--- src/rtl/qwe_pkg.sv ---
package qwe_pkg;
   localparam int BYTE_W  = 8;
   localparam int CH_CNT  = 4;
   localparam int REG_CNT = 4;
   localparam int CH_W    = $clog2(CH_CNT);
   localparam int REG_W   = $clog2(REG_CNT);

   localparam logic [3:0] OPC_RD_WCR = 4'b1001;
   localparam logic [3:0] OPC_WR_WCR = 4'b1010;
   localparam logic [3:0] OPC_RD_DR  = 4'b1011;
   localparam logic [3:0] OPC_WR_DR  = 4'b1100;
   localparam logic [3:0] OPC_XFR    = 4'b1101;

   typedef enum logic [2:0] {
      OP_NONE, OP_RD_WCR, OP_WR_WCR, OP_RD_DR, OP_WR_DR, OP_XFR
   } op_e;

   typedef enum logic [1:0] {ST_INSTR, ST_DATA, ST_DONE} st_e;

   typedef struct packed {
      op_e              op;
      logic [REG_W-1:0] rsel;
      logic [CH_W-1:0]  ch;
   } cmd_t;
endpackage

--- src/rtl/qwe_decode.sv ---
module qwe_decode
   import qwe_pkg::*;
(
   input  logic [BYTE_W-1:0] instr,
   output cmd_t              cmd
);
   logic [3:0]       opc;
   logic [REG_W-1:0] rsel;

   assign opc  = instr[7:4];
   assign rsel = instr[3:2];

   always_comb begin
      cmd.ch   = instr[1:0];
      cmd.rsel = rsel;
      unique case (opc)
         OPC_RD_WCR: cmd.op = (rsel == '0) ? OP_RD_WCR : OP_NONE;
         OPC_WR_WCR: cmd.op = (rsel == '0) ? OP_WR_WCR : OP_NONE;
         OPC_RD_DR:  cmd.op = OP_RD_DR;
         OPC_WR_DR:  cmd.op = OP_WR_DR;
         OPC_XFR:    cmd.op = OP_XFR;
         default:    cmd.op = OP_NONE;
      endcase
   end
endmodule

--- src/rtl/qwe_nv_timer.sv ---
module qwe_nv_timer
   import qwe_pkg::*;
#(
   parameter int NV_DELAY = 20
)(
   input  logic              clk,
   input  logic              rst_n,
   input  logic              req,
   input  logic              wp_n,
   input  logic [CH_W-1:0]   req_ch,
   input  logic [REG_W-1:0]  req_rsel,
   input  logic [BYTE_W-1:0] req_data,
   output logic              wip,
   output logic              commit,
   output logic [CH_W-1:0]   commit_ch,
   output logic [REG_W-1:0]  commit_rsel,
   output logic [BYTE_W-1:0] commit_data
);
   localparam int CNT_W = (NV_DELAY > 1) ? $clog2(NV_DELAY) : 1;

   logic accept;
   logic done;

   assign accept = req && !wip && wp_n;
   assign commit = wip && done;

   always_ff @(posedge clk or negedge rst_n) begin
      if (!rst_n) begin
         wip         <= 1'b0;
         commit_ch   <= '0;
         commit_rsel <= '0;
         commit_data <= '0;
      end else if (accept) begin
         wip         <= 1'b1;
         commit_ch   <= req_ch;
         commit_rsel <= req_rsel;
         commit_data <= req_data;
      end else if (commit) begin
         wip <= 1'b0;
      end
   end

   generate
      if (NV_DELAY == 1) begin : g_single
         assign done = 1'b1;
      end else begin : g_count
         logic [CNT_W-1:0] cnt;
         always_ff @(posedge clk or negedge rst_n) begin
            if (!rst_n)                cnt <= '0;
            else if (accept)           cnt <= CNT_W'(NV_DELAY - 1);
            else if (wip && cnt != '0) cnt <= cnt - 1'b1;
         end
         assign done = (cnt == '0);
      end
   endgenerate
endmodule

--- src/rtl/qwe_channel.sv ---
module qwe_channel
   import qwe_pkg::*;
#(
   parameter logic [7:0] DR_SEED = 8'h40,
   parameter int         CH_IDX  = 0
)(
   input  logic                      clk,
   input  logic                      rst_n,
   input  logic                      boot,
   input  logic                      wcr_we,
   input  logic [BYTE_W-1:0]         wcr_wdata,
   input  logic                      xfr_en,
   input  logic [REG_W-1:0]          xfr_sel,
   input  logic                      dr_we,
   input  logic [REG_W-1:0]          dr_sel,
   input  logic [BYTE_W-1:0]         dr_wdata,
   output logic [BYTE_W-1:0]         wcr,
   output logic [REG_CNT*BYTE_W-1:0] dr_flat
);
   logic [BYTE_W-1:0] dr_q [REG_CNT];

   always_ff @(posedge clk or negedge rst_n) begin
      if (!rst_n) begin
         for (int r = 0; r < REG_CNT; r++)
            dr_q[r] <= BYTE_W'(int'(DR_SEED) + CH_IDX * REG_CNT + r);
      end else if (dr_we) begin
         dr_q[dr_sel] <= dr_wdata;
      end
   end

   always_ff @(posedge clk or negedge rst_n) begin
      if (!rst_n)       wcr <= '0;
      else if (boot)    wcr <= dr_q[0];
      else if (wcr_we)  wcr <= wcr_wdata;
      else if (xfr_en)  wcr <= dr_q[xfr_sel];
   end

   generate
      for (genvar r = 0; r < REG_CNT; r++) begin : g_flat
         assign dr_flat[r*BYTE_W +: BYTE_W] = dr_q[r];
      end
   endgenerate
endmodule

--- src/rtl/qwe_engine.sv ---
module qwe_engine
   import qwe_pkg::*;
#(
   parameter int         NV_DELAY = 20,
   parameter logic [7:0] DR_SEED  = 8'h40
)(
   input  logic                     clk,
   input  logic                     rst_n,
   input  logic                     cs_active,
   input  logic                     byte_valid,
   input  logic [BYTE_W-1:0]        byte_data,
   input  logic                     wp_n,
   output logic [BYTE_W-1:0]        rd_byte,
   output logic                     rd_valid,
   output logic                     wip,
   output logic [CH_CNT*BYTE_W-1:0] wiper_pos
);
   generate
      if (NV_DELAY < 1) begin : g_bad_delay
         $error("qwe_engine: NV_DELAY must be at least 1");
      end
      if (BYTE_W != 8 || CH_CNT != 4 || REG_CNT != 4) begin : g_bad_fmt
         $error("qwe_engine: instruction format needs 8-bit bytes, 4 channels, 4 registers");
      end
   endgenerate

   st_e  state;
   cmd_t cur;
   cmd_t dec;
   logic boot_q;

   logic take, instr_take, data_take;
   logic xfr_fire, wcr_fire, dr_req;

   logic                      commit;
   logic [CH_W-1:0]           commit_ch;
   logic [REG_W-1:0]          commit_rsel;
   logic [BYTE_W-1:0]         commit_data;
   logic [BYTE_W-1:0]         wcr_arr [CH_CNT];
   logic [REG_CNT*BYTE_W-1:0] dr_arr  [CH_CNT];

   qwe_decode u_dec (.instr(byte_data), .cmd(dec));

   assign take       = cs_active && byte_valid;
   assign instr_take = take && (state == ST_INSTR);
   assign data_take  = take && (state == ST_DATA);
   assign xfr_fire   = instr_take && (dec.op == OP_XFR);
   assign wcr_fire   = data_take && (cur.op == OP_WR_WCR);
   assign dr_req     = data_take && (cur.op == OP_WR_DR);

   always_ff @(posedge clk or negedge rst_n) begin
      if (!rst_n) begin
         state    <= ST_INSTR;
         cur      <= '{op: OP_NONE, rsel: '0, ch: '0};
         rd_byte  <= '0;
         rd_valid <= 1'b0;
         boot_q   <= 1'b1;
      end else begin
         boot_q   <= 1'b0;
         rd_valid <= 1'b0;
         if (!cs_active) begin
            state <= ST_INSTR;
         end else if (byte_valid) begin
            unique case (state)
               ST_INSTR: begin
                  cur <= dec;
                  unique case (dec.op)
                     OP_RD_WCR: begin
                        rd_byte  <= wcr_arr[dec.ch];
                        rd_valid <= 1'b1;
                        state    <= ST_DONE;
                     end
                     OP_RD_DR: begin
                        rd_byte  <= dr_arr[dec.ch][{dec.rsel, 3'b000} +: BYTE_W];
                        rd_valid <= 1'b1;
                        state    <= ST_DONE;
                     end
                     OP_WR_WCR, OP_WR_DR: state <= ST_DATA;
                     default:             state <= ST_DONE;
                  endcase
               end
               default: state <= ST_DONE;
            endcase
         end
      end
   end

   qwe_nv_timer #(.NV_DELAY(NV_DELAY)) u_nv (
      .clk        (clk),
      .rst_n      (rst_n),
      .req        (dr_req),
      .wp_n       (wp_n),
      .req_ch     (cur.ch),
      .req_rsel   (cur.rsel),
      .req_data   (byte_data),
      .wip        (wip),
      .commit     (commit),
      .commit_ch  (commit_ch),
      .commit_rsel(commit_rsel),
      .commit_data(commit_data)
   );

   generate
      for (genvar c = 0; c < CH_CNT; c++) begin : g_ch
         qwe_channel #(.DR_SEED(DR_SEED), .CH_IDX(c)) u_ch (
            .clk      (clk),
            .rst_n    (rst_n),
            .boot     (boot_q),
            .wcr_we   (wcr_fire && (cur.ch == CH_W'(c))),
            .wcr_wdata(byte_data),
            .xfr_en   (xfr_fire && (dec.ch == CH_W'(c))),
            .xfr_sel  (dec.rsel),
            .dr_we    (commit && (commit_ch == CH_W'(c))),
            .dr_sel   (commit_rsel),
            .dr_wdata (commit_data),
            .wcr      (wcr_arr[c]),
            .dr_flat  (dr_arr[c])
         );
         assign wiper_pos[c*BYTE_W +: BYTE_W] = wcr_arr[c];
      end
   endgenerate
endmodule

--- config.mk ---
export PLATFORM = sky130hd
export DESIGN_NAME = qwe_engine
export DESIGN_NICKNAME = d
export VERILOG_FILES = /design/src/rtl/qwe_pkg.sv /design/src/rtl/qwe_decode.sv /design/src/rtl/qwe_nv_timer.sv /design/src/rtl/qwe_channel.sv /design/src/rtl/qwe_engine.sv
export SDC_FILE = /design/constraint.sdc
export NUM_CORES = 1
export LEC_CHECK = 0
export BUFFER_PORTS_ARGS = -buffer_cell sky130_fd_sc_hd__clkbuf_2
export CORE_ASPECT_RATIO = 0.6
export CORE_UTILIZATION = 39
export CTS_CLUSTER_DIAMETER = 80
export DETAILED_ROUTE_END_ITERATION = 16
export PLACE_DENSITY_LB_ADDON = 0.3
export SLEW_MARGIN = 20
export SYNTH_ARGS = -nofsm -noshare
export SYNTH_HDL_FRONTEND = slang
export SYNTH_SLANG_ARGS = --single-unit
--- constraint.sdc ---
create_clock -name clk -period 2.05 [get_ports clk]
set_input_delay 0.205 -clock clk [delete_from_list [all_inputs] [get_ports clk]]
set_output_delay 0.205 -clock clk [all_outputs]
set_load 0.005 [all_outputs]
==> impl_metrics.toml, run 1 <==
[critical_path]
ff2ff_path_depth = 4
cp_slowest_cell = "a221o_1"
crit_end = "g_ch[2].u_ch.wcr[2]"
slowest_delay_ps = 490
crit_chain = "and4bb_2 -> nand3_1 -> a221o_1 -> mux2_1"
worst_setup_path_end_kind = "flop"
cp-start-kind = "flop"
crit_family = "simple AND/OR/NAND/NOR gates"
startpoint = "cur[6]"
worstSetupPathType = "reg2reg"
crit_buf_inv = 0
timing.rr.end = "g_ch[2].u_ch.wcr[2]"
worstPathArrival_ps = 2360
crit_required_ps = 2380
crit_fanout = 6
path_depth = 4
rrSetupSlack_ps = 30
rr_startpoint = "cur[6]"

[synth]
async_reset_ff_share_pct = 100
ys_types = 71
ys_seq_area_share_pct = 47.8
ys_ff_latch = 197
syn_nets = 799
synthCells = 785
synth_flop_cell = "dfrtp_1"
avgSynthCellArea_sq_um = 13.3
synth_edf_count = 0
yosysWarnings = 0
netlist_area_sq_um = 10400

[die]
floorplan.die_area_sq_um = 27500
die_x_um = 213
dieHeight_um = 129
coreArea_sq_um = 25800
core.rowCount = 45
start_util_pct = 40.5
pin_count = 55

[global_route]
grt_pass1_wl_mm = 47.2
top_usage_layer = "met1"
track_usage_pct = 24.2
antenna_found_initial = 0
use_met1_pct = 40.6
grt_max_degree = 61
grt_pass1_vias = 6874
grt_use_met2_pct = 26.8
grtUsageMet3_pct = 9.98
grt_remaining_overflow = 0

[timing]
layout_min_cycle_time_ps = 2020
tightest_slew_ps = 715
drv_slew = 0
period_share_pct = 98.8
finClkSkew_ps = 8.23
final-hold-violation-count = 0
relSlewSlack_pct = 52.4
layout_setup_ws_ps = 25.3
max_freq_mhz = 494
finalSetupViolCount = 0

[placement]
place_ws_ps = -77.9
place.gp.congestion = 0.891
dpl_cell_area_sq_um = 11800
dp_hpwl_mm = 24.0
placement.io_buffers = 54

[drt]
wl_per_cell_um = 25.2
dr.pass1.iters = 5
postRouteAntennaNets = 0
wl_mm = 31.6
via_per_inst = 5.94
drt_iter0_markers = 747
vias = 7446
route.detailed.drc = 0

[clocking]
clockRootBuffer = "clkbuf_16"
clockBufferDepth = 2
clkTransAtPathRegs_ps = 70
clock-sinks = 197
clk_latency_ps = 450
cts_tree = "built"
cts-htree-levels = 4
cts_buffers = 17

[final_layout]
multi_input_area_sq_um = 5200
seqCellArea_sq_um = 4990
fillers = 2323
final_cell_area_sq_um = 12500
area_delta_synth_final_pct = 19.3
antennaDiodeCount = 0
nNetsFinal = 902
drive_gt1_share_pct = 46.7

[power]
power_density_nw_per_um2 = 671
ir_drop_mv = 0.529
p_leak_nw = 5.56

[status]
status = "finished, final reports clean"

[worst_hold_path]
hp-class = "in2reg"

[run]
max_cap_violations = 0
[cell families (layout without fill, tap and decap cells)]
group	count (synthesis)	after routing	share of synthesized area, %
muxes	237	237	32.2
DFF	197	197	47.8
and+or+nand+nor	143	143	8.13
AOI/OAI and AO/OA	134	134	8.63
buffers and inverters	69	185	2.90
xor gates and xnor gates	3	3	0.252
adders and majority gates	1	1	0.120
other	1	1	0.0359
[worst min path at each step]
stage	startpoint	endpoint	slack [ps]	cells past startpoint
2_1_floorplan	rst_n	cur[0]	-90	0
3_3_place_gp	rst_n	u_nv.g_count.cnt[4]	250	1
4_1_cts	cs_active	state[0]	20	2
3_5_place_dp	rst_n	u_nv.g_count.cnt[4]	250	1
6_report	cs_active	state[0]	60	2
5_1_grt	cs_active	state[0]	70	2
[power breakdown]
| part | internal (W) | switching, W | total (W) |
|---|---|---|---|
| clock | 0.00197 | 0.00156 | 0.00353 |
| combinational | 0.000324 | 0.000403 | 0.000727 |
| sequential | 0.00400 | 0.000104 | 0.00410 |
| total | 0.00629 | 0.00207 | 0.00836 |
[cell usage after synthesis, types with 16 or more instances]
cell type | instances | area [sq um]
a21oi_1 | 60 | 300
o22ai_1 | 16 | 100
a22oi_1 | 18 | 135
mux2i_1 | 25 | 250
mux2_1 | 53 | 597
dfstp_2 | 49 | 1290
dfrtp_1 | 148 | 3700
mux4_2 | 64 | 1440
clkbuf_1 | 31 | 116
nor2_1 | 35 | 131
nand2_1 | 24 | 90.1
mux2_2 | 95 | 1070
[state kept, by name, summed over array words and instances, names as in the netlist, 2 cells and up]
register / flops
u_nv.commit_data: 8
u_nv.g_count.cnt: 5
u_nv.commit_ch: 2
rd_byte: 8
cur: 7
g_ch.u_ch.wcr: 32
g_ch.u_ch.dr_flat: 128
state: 2
u_nv.commit_rsel: 2
[through the flow]
step | total power (W) | cells | hold slack, ps | utilization (%) | setup TNS (ps)
after floorplan | 0.00451 | 785 | -90.6 | - | 0
after global placement | 0.00488 | 1219 | 247 | 45.7 | -428
after detailed placement | 0.00489 | 1219 | 248 | 45.7 | -793
after CTS | 0.00841 | 1252 | 18.1 | 48.1 | 0
after global routing | 0.00866 | 1253 | 71.2 | 48.3 | -36.5
final | 0.00836 | 1253 | 64.7 | 48.3 | 0
[cell type report]
type / count / area share, %
clock inverter: 13 / 1.37
tap: 352 / 3.53
timing repair buffer: 140 / 9.37
multi-input combinational: 519 / 41.7
clock buffer: 19 / 3.55
sequential: 197 / 40.1
inverter: 13 / 0.392
[layout by cell type (no fill, tap or decap), types with 19 or more instances in the layout]
| cell type | synthesis | layout |
|---|---|---|
| mux2_2 | 95 | 95 |
| nand2_1 | 24 | 24 |
| a21oi_1 | 60 | 60 |
| mux2i_1 | 25 | 25 |
| clkbuf_2 | 1 | 52 |
| mux2_1 | 53 | 53 |
| mux4_2 | 64 | 64 |
| buf_4 | 3 | 67 |
| buf_12 | 0 | 19 |
| dfrtp_1 | 148 | 147 |
| dfstp_2 | 49 | 49 |
| nor2_1 | 35 | 35 |
[timing repair]
item / in CTS / in global routing
gates cloned: 0 / 0
pin swaps: 0 / 1
hold buffers: 1 / 0
setup buffers: 0 / 1
endpoints found under the setup margin: 57 / 34
gates resized for setup: 3 / 7
hold endpoints to repair: 45 / 0
[routing by layer]
layer	routed length, um	share of wire, %
met2	10900	35
met1	16300	52
met5	0	0
met4	333	1.1
met3	3970	13
No activity file was read; power rests on OpenSTA's default activity.
==> run 2, diff against run 1 <==
Clock period 2.05 ns to 2.3 ns, I/O delays scaled along.
==> run 2 against run 1 <==
Against the previous run:
- cell area fell by 2.9%
- worst hold slack got worse by 3.4 ps
- critical path type unchanged
- total power fell by 12%
- sequential power fell by 11%
- clock-buffer cell count rose by 1
- highest routed layer unchanged
- wire length rose by 1.5%
- combinational power fell by 16%
- core utilization fell by 1.4 points
- clock skew barely moved
- maximum frequency fell by 7.8%
- global-route usage rose by 0.43 points
==> impl_metrics.toml, run 2 (same netlist as run 1, synthesis figures left out) <==
[worst_hold_path]
hp-start = "cs_active"
hp-class = "in2reg"

[clocking]
clockRootBuffer = "clkbuf_16"
cts_tree = "built"
cts.repair.resized = 0
cts_buffers = 17
clk_latency_ps = 460
cts-htree-levels = 4
clkTransAtPathRegs_ps = 70
cts_setup_buffers = 0
clock-sinks = 197
clockBufferDepth = 2

[placement]
placed_cells = 1198
placement.io_buffers = 54
place.gp.congestion = 0.912
place_ws_ps = 108
dp_hpwl_mm = 24.2
dpl_cell_area_sq_um = 11500

[global_route]
grt_pass1_vias = 6933
grt_pass1_wl_mm = 48.1
grt_max_degree = 57
track_usage_pct = 24.7
grt_remaining_overflow = 0
antenna_found_initial = 0

[critical_path]
crit_buf_inv = 0
crit_fanout = 8
crit_chain = "nor3_1 -> and3_1 -> nor3b_2 -> nand2b_1 -> mux2_1"
rr_startpoint = "u_nv.g_count.cnt[2]"
worst_setup_path_end_kind = "flop"
cp_slowest_cell = "dfrtp_1"
cp-start-kind = "flop"
crit_family = "simple AND/OR/NAND/NOR gates"
crit_required_ps = 2640
worstSetupPathType = "reg2reg"
slowest_delay_ps = 430
startpoint = "u_nv.g_count.cnt[2]"
worstPathArrival_ps = 2530

[drt]
dr.pass1.iters = 7
postRouteAntennaNets = 0
route.detailed.drc = 0
drt_iter0_markers = 850
vias = 7391
via_per_inst = 6.00
wl_mm = 32.0
wl_per_cell_um = 26.0

[final_layout]
stdcell_count = 1231
final_common_cell = "dfrtp_1"
fin_util_pct = 46.9
final_cell_mix = "148 x dfrtp_1, 95 x mux2_2, 64 x mux4_2, 60 x a21oi_1, 56 x buf_4"
multi_input_area_sq_um = 5150
seqCellArea_sq_um = 4990
fillers = 2360
antennaDiodeCount = 0
nNetsFinal = 880
area_delta_synth_final_pct = 15.8
final_cell_area_sq_um = 12100
drive_gt1_share_pct = 44.5
largest_reg_flops = 128

[timing]
layout_setup_ws_ps = 105
drv_slew = 0
finClkSkew_ps = 8.37
relSlewSlack_pct = 53.8
layout_min_cycle_time_ps = 2200
max_freq_mhz = 456
holdWs_ps = 61.2
period_share_pct = 95.4
tightest_slew_ps = 693
finalSetupViolCount = 0
final-hold-violation-count = 0
rsz0062_at_grt = "yes"

[power]
p_sw_w = 0.00182
p_comb_share_pct = 8.3
ir_drop_mv = 0.465
power_density_nw_per_um2 = 611
p_leak_nw = 5.39
clkPwrFrac_pct = 42.2
p_sw_share_pct = 24.6
pwr-share-seq_pct = 49.5
internal-power_w = 0.00556

[die]
pin_count = 55
die_x_um = 213
coreArea_sq_um = 25800
start_util_pct = 40.5
dieHeight_um = 129
floorplan.die_area_sq_um = 27500
core.rowCount = 45

[status]
status = "finished, final reports clean"

[run]
max_cap_violations = 0
[run 2: cell count changes in the layout (fill, tap and decap cells not counted), sizes merged]
| cell | before | now |
|---|---|---|
| clkinv | 4 | 5 |
| clkinvlp | 2 | 3 |
| buf | 86 | 64 |
| inv | 17 | 14 |
| clkbuf | 72 | 73 |
[run 2: power groups by stage]
stage,combinational [W],clock (W),sequential (W)
after floorplan,0.000333,0,0.00369
after global placement,0.000608,0,0.00372
after detailed placement,0.000613,0,0.00372
after CTS,0.000616,0.00316,0.00366
after global routing,0.000683,0.00331,0.00367
final,0.000612,0.00311,0.00366
[run 2: cell type report]
type	count	share of cell area, %
Inverter	13	0.403
Multi-Input combinational cell	519	42.6
Tap cell	352	3.64
Clock inverter	12	1.26
Clock buffer	20	3.69
Timing Repair Buffer	118	7.15
Sequential cell	197	41.3
[run 2: per-stage QoR]
stage               TNS, ps  total power (W)
finish                    0          0.00739
CTS                       0          0.00744
global route          -16.0          0.00767
floorplan                 0          0.00402
detailed placement        0          0.00433
global placement          0          0.00432
[run 2: timing repair]
item,4_1_cts,5_1_grt
endpoints found under the hold margin,23,0
setup endpoints to repair,0,3
hold buffers,1,0
[run 2: worst paths after layout]
| kind | to | slack (ps) | depth (start not counted) |
|---|---|---|---|
| setup / recovery | g_ch[0].u_ch.dr_flat[19] | 100 | 5 |
| hold / removal | state[0] | 60 | 2 |
| setup reg to reg | g_ch[0].u_ch.dr_flat[19] | 100 | 5 |
| hold reg to reg | u_nv.g_count.cnt[4] | 490 | 1 |
| max in group asynchronous | g_ch[1].u_ch.dr_flat[17] | 1270 | 3 |
| min in group asynchronous | state[1] | 270 | 2 |
[run 2: layer usage]
metal,share of wire [%],track usage [%],vias to the layer above
met3,15,12.4,16
met5,0,0,-
met2,34,27.2,400
met1,50,40.3,3829
li1,-,-,3146
met4,0.80,5.04,0
